[src/rtl/ps2wake_pkg.sv]
package ps2wake_pkg;

  // Strobes from the frame control to the datapath
  typedef struct packed {
    logic shiftEn;    // capture one data bit
    logic flush;      // drop the partial frame
    logic evalFrame;  // judge the completed frame
  } frameStrobe_t;

  typedef enum logic [0:0] {
    ST_IDLE = 1'b0,
    ST_RECV = 1'b1
  } rxState_t;

endpackage

[src/rtl/ps2wake_sync.sv]
module ps2wake_sync #(
  parameter int WIDTH = 2,
  parameter int STAGES = 2,
  parameter logic [WIDTH-1:0] RESET_VAL = '1
) (
  input  logic             clk,
  input  logic             rstN,
  input  logic             hold,
  input  logic [WIDTH-1:0] din,
  output logic [WIDTH-1:0] dout
);

  logic [WIDTH-1:0] chain [STAGES];

  always_ff @(posedge clk or negedge rstN) begin
    if (!rstN) begin
      for (int i = 0; i < STAGES; i++) chain[i] <= RESET_VAL;
    end else if (hold) begin
      for (int i = 0; i < STAGES; i++) chain[i] <= RESET_VAL;
    end else begin
      chain[0] <= din;
      for (int i = 1; i < STAGES; i++) chain[i] <= chain[i-1];
    end
  end

  assign dout = chain[STAGES-1];

endmodule

[src/rtl/ps2wake_ctrl.sv]
module ps2wake_ctrl
  import ps2wake_pkg::*;
#(
  parameter int FRAME_W = 11,
  parameter int TIMEOUT_TICKS = 4,
  localparam int CNT_W = $clog2(FRAME_W),
  localparam int HIGH_W = $clog2(TIMEOUT_TICKS + 1)
) (
  input  logic              clk,
  input  logic              rstN,
  input  logic              hold,
  input  logic              kbdClkS,
  output frameStrobe_t      strobe,
  output logic              frameBusy,
  output logic [CNT_W-1:0]  bitCnt,
  output logic [HIGH_W-1:0] highCnt
);

  localparam logic [CNT_W-1:0]  LAST_BIT  = CNT_W'(FRAME_W - 1);
  localparam logic [HIGH_W-1:0] LAST_HIGH = HIGH_W'(TIMEOUT_TICKS - 1);

  rxState_t state;
  logic prevClk;
  logic evalQ;
  logic fallEdge;
  logic timeoutHit;
  logic lastEdge;

  always_comb begin
    fallEdge   = prevClk & ~kbdClkS;
    timeoutHit = (state == ST_RECV) && kbdClkS && (highCnt == LAST_HIGH);
    lastEdge   = (state == ST_RECV) && fallEdge && (bitCnt == LAST_BIT);
    strobe.shiftEn   = fallEdge;
    strobe.flush     = timeoutHit;
    strobe.evalFrame = evalQ;
  end

  always_ff @(posedge clk or negedge rstN) begin
    if (!rstN) begin
      state   <= ST_IDLE;
      bitCnt  <= '0;
      highCnt <= '0;
      prevClk <= 1'b1;
      evalQ   <= 1'b0;
    end else if (hold) begin
      state   <= ST_IDLE;
      bitCnt  <= '0;
      highCnt <= '0;
      prevClk <= 1'b1;
      evalQ   <= 1'b0;
    end else begin
      prevClk <= kbdClkS;
      evalQ   <= lastEdge;
      if (state != ST_RECV || !kbdClkS || timeoutHit) highCnt <= '0;
      else highCnt <= highCnt + 1'b1;
      unique case (state)
        ST_IDLE: begin
          if (fallEdge) begin
            state  <= ST_RECV;
            bitCnt <= CNT_W'(1);
          end
        end
        ST_RECV: begin
          if (timeoutHit) begin
            state  <= ST_IDLE;
            bitCnt <= '0;
          end else if (fallEdge) begin
            if (bitCnt == LAST_BIT) begin
              state  <= ST_IDLE;
              bitCnt <= '0;
            end else begin
              bitCnt <= bitCnt + 1'b1;
            end
          end
        end
        default: state <= ST_IDLE;
      endcase
    end
  end

  assign frameBusy = (state == ST_RECV);

endmodule

[src/rtl/ps2wake_datapath.sv]
module ps2wake_datapath
  import ps2wake_pkg::*;
#(
  parameter int CODE_W = 8,
  localparam int FRAME_W = CODE_W + 3
) (
  input  logic              clk,
  input  logic              rstN,
  input  logic              hold,
  input  frameStrobe_t      strobe,
  input  logic              kbdDataS,
  input  logic [CODE_W-1:0] targetCode,
  input  logic              clearEvt,
  output logic              matchFlag
);

  logic [FRAME_W-1:0] frameQ;
  logic startOk, stopOk, parityOk, codeHit, setFlag;

  always_ff @(posedge clk or negedge rstN) begin
    if (!rstN) frameQ <= '0;
    else if (hold || strobe.flush) frameQ <= '0;
    else if (strobe.shiftEn) frameQ <= {kbdDataS, frameQ[FRAME_W-1:1]};
  end

  always_comb begin
    startOk  = ~frameQ[0];
    stopOk   = frameQ[FRAME_W-1];
    parityOk = ^frameQ[FRAME_W-2:1];
    codeHit  = (frameQ[CODE_W:1] == targetCode);
    setFlag  = strobe.evalFrame && startOk && stopOk && parityOk && codeHit;
  end

  always_ff @(posedge clk or negedge rstN) begin
    if (!rstN) matchFlag <= 1'b0;
    else if (setFlag) matchFlag <= 1'b1;
    else if (clearEvt) matchFlag <= 1'b0;
  end

endmodule

[src/rtl/ps2_wake_monitor.sv]
module ps2_wake_monitor
  import ps2wake_pkg::*;
#(
  parameter int CODE_W = 8,
  parameter int TIMEOUT_TICKS = 4,
  parameter int SYNC_STAGES = 2
) (
  input  logic              clk32k,
  input  logic              rstN,
  input  logic              logicOff,
  input  logic              eventEn,
  input  logic [CODE_W-1:0] targetCode,
  input  logic              clearEvt,
  input  logic              kbdClk,
  input  logic              kbdData,
  output logic              matchFlag,
  output logic              wakeEvent
);

  localparam int FRAME_W = CODE_W + 3;
  localparam int CNT_W = $clog2(FRAME_W);
  localparam int HIGH_W = $clog2(TIMEOUT_TICKS + 1);

  logic [1:0]        lineS;
  logic              kbdClkS;
  logic              kbdDataS;
  frameStrobe_t      strobe;
  logic              frameBusy;
  logic [CNT_W-1:0]  bitCnt;
  logic [HIGH_W-1:0] highCnt;

  ps2wake_sync #(.WIDTH(2), .STAGES(SYNC_STAGES), .RESET_VAL(2'b11)) u_sync (
    .clk(clk32k), .rstN(rstN), .hold(logicOff),
    .din({kbdClk, kbdData}), .dout(lineS)
  );

  assign kbdClkS  = lineS[1];
  assign kbdDataS = lineS[0];

  ps2wake_ctrl #(.FRAME_W(FRAME_W), .TIMEOUT_TICKS(TIMEOUT_TICKS)) u_ctrl (
    .clk(clk32k), .rstN(rstN), .hold(logicOff), .kbdClkS(kbdClkS),
    .strobe(strobe), .frameBusy(frameBusy), .bitCnt(bitCnt), .highCnt(highCnt)
  );

  ps2wake_datapath #(.CODE_W(CODE_W)) u_dp (
    .clk(clk32k), .rstN(rstN), .hold(logicOff), .strobe(strobe),
    .kbdDataS(kbdDataS), .targetCode(targetCode), .clearEvt(clearEvt),
    .matchFlag(matchFlag)
  );

  assign wakeEvent = matchFlag & eventEn;

endmodule

[config.mk]
export PLATFORM = sky130hd
export DESIGN_NAME = ps2_wake_monitor
export DESIGN_NICKNAME = d
export VERILOG_FILES = /design/src/rtl/ps2wake_pkg.sv /design/src/rtl/ps2wake_sync.sv /design/src/rtl/ps2wake_ctrl.sv /design/src/rtl/ps2wake_datapath.sv /design/src/rtl/ps2_wake_monitor.sv
export SDC_FILE = /design/constraint.sdc
export NUM_CORES = 1
export LEC_CHECK = 0
export ABC_AREA = 1
export BUFFER_PORTS_ARGS = -buffer_cell sky130_fd_sc_hd__buf_2
export CAP_MARGIN = 20
export CORE_MARGIN = 2
export CORE_UTILIZATION = 57
export CTS_CLUSTER_DIAMETER = 120
export DETAILED_ROUTE_END_ITERATION = 10
export PLACE_DENSITY = 0.78
export SETUP_SLACK_MARGIN = 0.15
export SLEW_MARGIN = 20
export SYNTH_ARGS = -nofsm -noshare
export SYNTH_HDL_FRONTEND = slang
export SYNTH_SLANG_ARGS = --single-unit
[constraint.sdc]
create_clock -name clk32k -period 2.03 [get_ports clk32k]
set_input_delay 0.203 -clock clk32k [delete_from_list [all_inputs] [get_ports clk32k]]
set_output_delay 0.203 -clock clk32k [all_outputs]
set_load 0.1 [all_outputs]
==> flow_summary.json <==
{
  "status": "finished clean",
  "grt-ovfl-total": 0,
  "syn_inst": 178,
  "avgSynthCellArea_um2": 8.358,
  "die_w_um": 55.09,
  "cts_root_buffer": "clkbuf_4",
  "drv_cap": 0,
  "grt_use_total": 0.2106,
  "clock-sinks": 26,
  "post_cts_resized": 0,
  "core_area_um2": 2477,
  "routed_wl_mm": 2.808,
  "ir_drop_mv": 0.5575,
  "fin_crit_sh": 0.8743,
  "diodes": 0,
  "syn-num-nets": 197,
  "synth-compound-area-share": 0.1026,
  "worstSetupPathType": "reg2reg",
  "finClkSkew_ns": 0.002195,
  "wl_per_cell_um": 12.16,
  "seqCellArea_um2": 656.9,
  "ys_ff_latch": 26,
  "ios": 17,
  "routed_via_density": 5.126,
  "vias": 1184,
  "htreeDepth": 1,
  "row_count": 18,
  "tightest_slew_ns": 0.5463,
  "die_y_um": 55.09,
  "dp_hpwl_mm": 2.161,
  "yosysSeqAreaShare": 0.4415,
  "die_area_um2": 3034,
  "max_stage_delay_ns": 0.41,
  "clk_pin_slew_worst_paths_ns": 0.14,
  "power-per-cell-area_nw_per_um2": 592.4,
  "cts_buffers": 3,
  "grt_max_degree": 27,
  "area_growth_pct": 12.03,
  "cts_tree": "yes",
  "synth_mux_area_frac": 0,
  "worst-path-buf-inv": 2,
  "syn-cell-area_um2": 1488,
  "clk_path_buf_depth": 2,
  "placed_area_um2": 1567,
  "fin_crit_ns": 1.775,
  "synth_top_family_by_area": "simple AND/OR/NAND/NOR gates",
  "grt_pass1_wl_mm": 4.519,
  "worst-path-max-fanout": 15,
  "synth_fa_ha_area_frac": 0.03364,
  "drive_above_1_share": 0.2786,
  "synth_xor_area_frac": 0.01177,
  "ant_nets": 0,
  "fillCellCount": 194,
  "hold_viol": 0,
  "multi_input_area_um2": 671.9,
  "leakage_uw": 0.0008497,
  "setup_viol": 0,
  "clock.fmax_mhz": 563.4,
  "crit_path_start_kind": "flop",
  "synthSimpleGateAreaFrac": 0.3036,
  "crit_slowest_cell": "dfrtp_1",
  "port_buffers": 16,
  "grt_pass1_vias": 1052,
  "path_delay_family": "simple AND/OR/NAND/NOR gates",
  "gp_congestion": 0.8151,
  "required_ns": 2.29,
  "yosysWarningCount": 0,
  "cp_cell_sequence": "ha_1 -> ha_1 -> inv_1 -> nor2_4 -> nor2_4 -> nand2_8 -> inv_2 -> nor2_2 -> nor3_2",
  "max_slew_margin": 0.6358,
  "post-route-cell-area_um2": 1667,
  "min_path_type": "in2reg",
  "drt_iter0_drc": 23,
  "nNetsFinal": 221,
  "fin_tns_setup_ns": 0,
  "cp-end-kind": "flop",
  "cp.arrival_ns": 2.04,
  "final_util": 0.6727,
  "antenna_found_initial": 0,
  "rsz0062_at_grt": "false",
  "drc": 0,
  "start_util": 0.6005,
  "ys_types": 31,
  "slew_violations": 0,
  "drt_first_pass_iters": 4,
  "clock_latency_ns": 0.33
}
-- logic make-up after synthesis --
| group | Yosys count |
|---|---|
| simple gates | 90 |
| buf+inv | 35 |
| flops | 26 |
| compound gates | 21 |
| fa+ha+maj | 4 |
| xor+xnor | 2 |
-- cell usage after synthesis (all sizes together) --
library cell / count / share of area
a21oi: 5 / 0.017
a31oi: 1 / 0.0042
and3: 1 / 0.0050
buf: 3 / 0.026
dfrtp: 21 / 0.35
dfstp: 5 / 0.088
ha: 4 / 0.034
inv: 32 / 0.081
nand2: 50 / 0.15
nand3: 14 / 0.047
nand4: 1 / 0.0042
nor2: 15 / 0.050
nor3: 4 / 0.028
nor4: 1 / 0.0042
o21ai: 12 / 0.063
o22ai: 1 / 0.0084
o31ai: 2 / 0.010
or2: 4 / 0.017
xnor2: 2 / 0.012
-- stage by stage --
| step | instances | hold slack, ns | worst slack (ns) | power, uW |
|---|---|---|---|---|
| 3_3_place_gp | 221 | 0.2210 | 0.3283 | 625.6 |
| 5_1_grt | 231 | 0.03637 | 0.1112 | 1022 |
| 3_5_place_dp | 221 | 0.2215 | 0.2297 | 629.0 |
| 4_1_cts | 226 | 0.05855 | 0.1865 | 978.5 |
| 2_1_floorplan | 178 | -0.09259 | 0.1824 | 601.5 |
| 6_report | 231 | 0.04734 | 0.2551 | 987.3 |
-- cell usage in the layout, fill, tap and decap left out, drive strengths merged --
cell type,instances
o21ai,12
nand3,14
nand4,1
dlygate4sd3,1
and3,1
nor2,15
o31ai,2
clkbuf,3
dfrtp,21
buf,21
dfstp,5
o22ai,1
ha,4
xnor2,2
inv,32
bufinv,1
a31oi,1
nand2,50
or2,4
a21oi,5
nor3,4
nor4,1
-- what timing repair did --
action,CTS,global route
hold endpoints to repair,21,0
setup endpoints to repair,0,3
buffers inserted,0,5
hold buffers,1,0
-- worst paths after layout --
path | cells past startpoint | from | slack, ns | to
max in group asynchronous | 2 | rstN | 1.30 | u_ctrl.prevClk
min in group asynchronous | 2 | rstN | 0.36 | u_ctrl.highCnt[1]
worst min-delay path | 2 | kbdClk | 0.05 | u_sync.chain[3]
worst max register to register | 9 | u_ctrl.highCnt[0] | 0.26 | u_ctrl.bitCnt[3]
worst max-delay path | 9 | u_ctrl.highCnt[0] | 0.26 | u_ctrl.bitCnt[3]
worst min register to register | 1 | u_ctrl.highCnt[0] | 0.44 | u_ctrl.highCnt[0]
-- where the power goes --
part / leakage [uW] / internal (uW) / switching (uW)
clock: 0.0000279 / 200 / 160
sequential: 0.000345 / 529 / 5.61
combinational: 0.000477 / 35.0 / 57.3
total: 0.000850 / 764 / 223
-- worst reg2reg max path: stages (launching register included) --
cell,delay [ns]
dfrtp_1,0.41
ha_1,0.20
ha_1,0.17
inv_1,0.14
nor2_4,0.06
nor2_4,0.23
nand2_8,0.16
inv_2,0.11
nor2_2,0.06
nor3_2,0.17
-- flip-flops by register name (all words and copies together), names as in the netlist --
name / count
u_dp.frameQ: 11
u_ctrl.prevClk: 1
u_ctrl.frameBusy: 1
u_dp.matchFlag: 1
u_ctrl.evalQ: 1
u_sync.dout: 2
u_sync.chain: 2
u_ctrl.bitCnt: 4
u_ctrl.highCnt: 3
-- layer usage --
layer | global-route usage | part of all wire | wire, um
met1 | 0.2897 | 0.46 | 1304
met2 | 0.3532 | 0.50 | 1393
met3 | 0.02688 | 0.024 | 68
met4 | 0.05285 | 0.015 | 41
met5 | 0 | 0 | 0
-- layout make-up --
class	count	share of cell area
clock buffers	3	0.01351
clock inverters	1	0.01802
inverters	32	0.07207
multi-input cells	117	0.4032
flip-flops and latches	26	0.3941
well taps	30	0.02252
repair buffers	22	0.07658
Power figures use the tool's default switching activity.
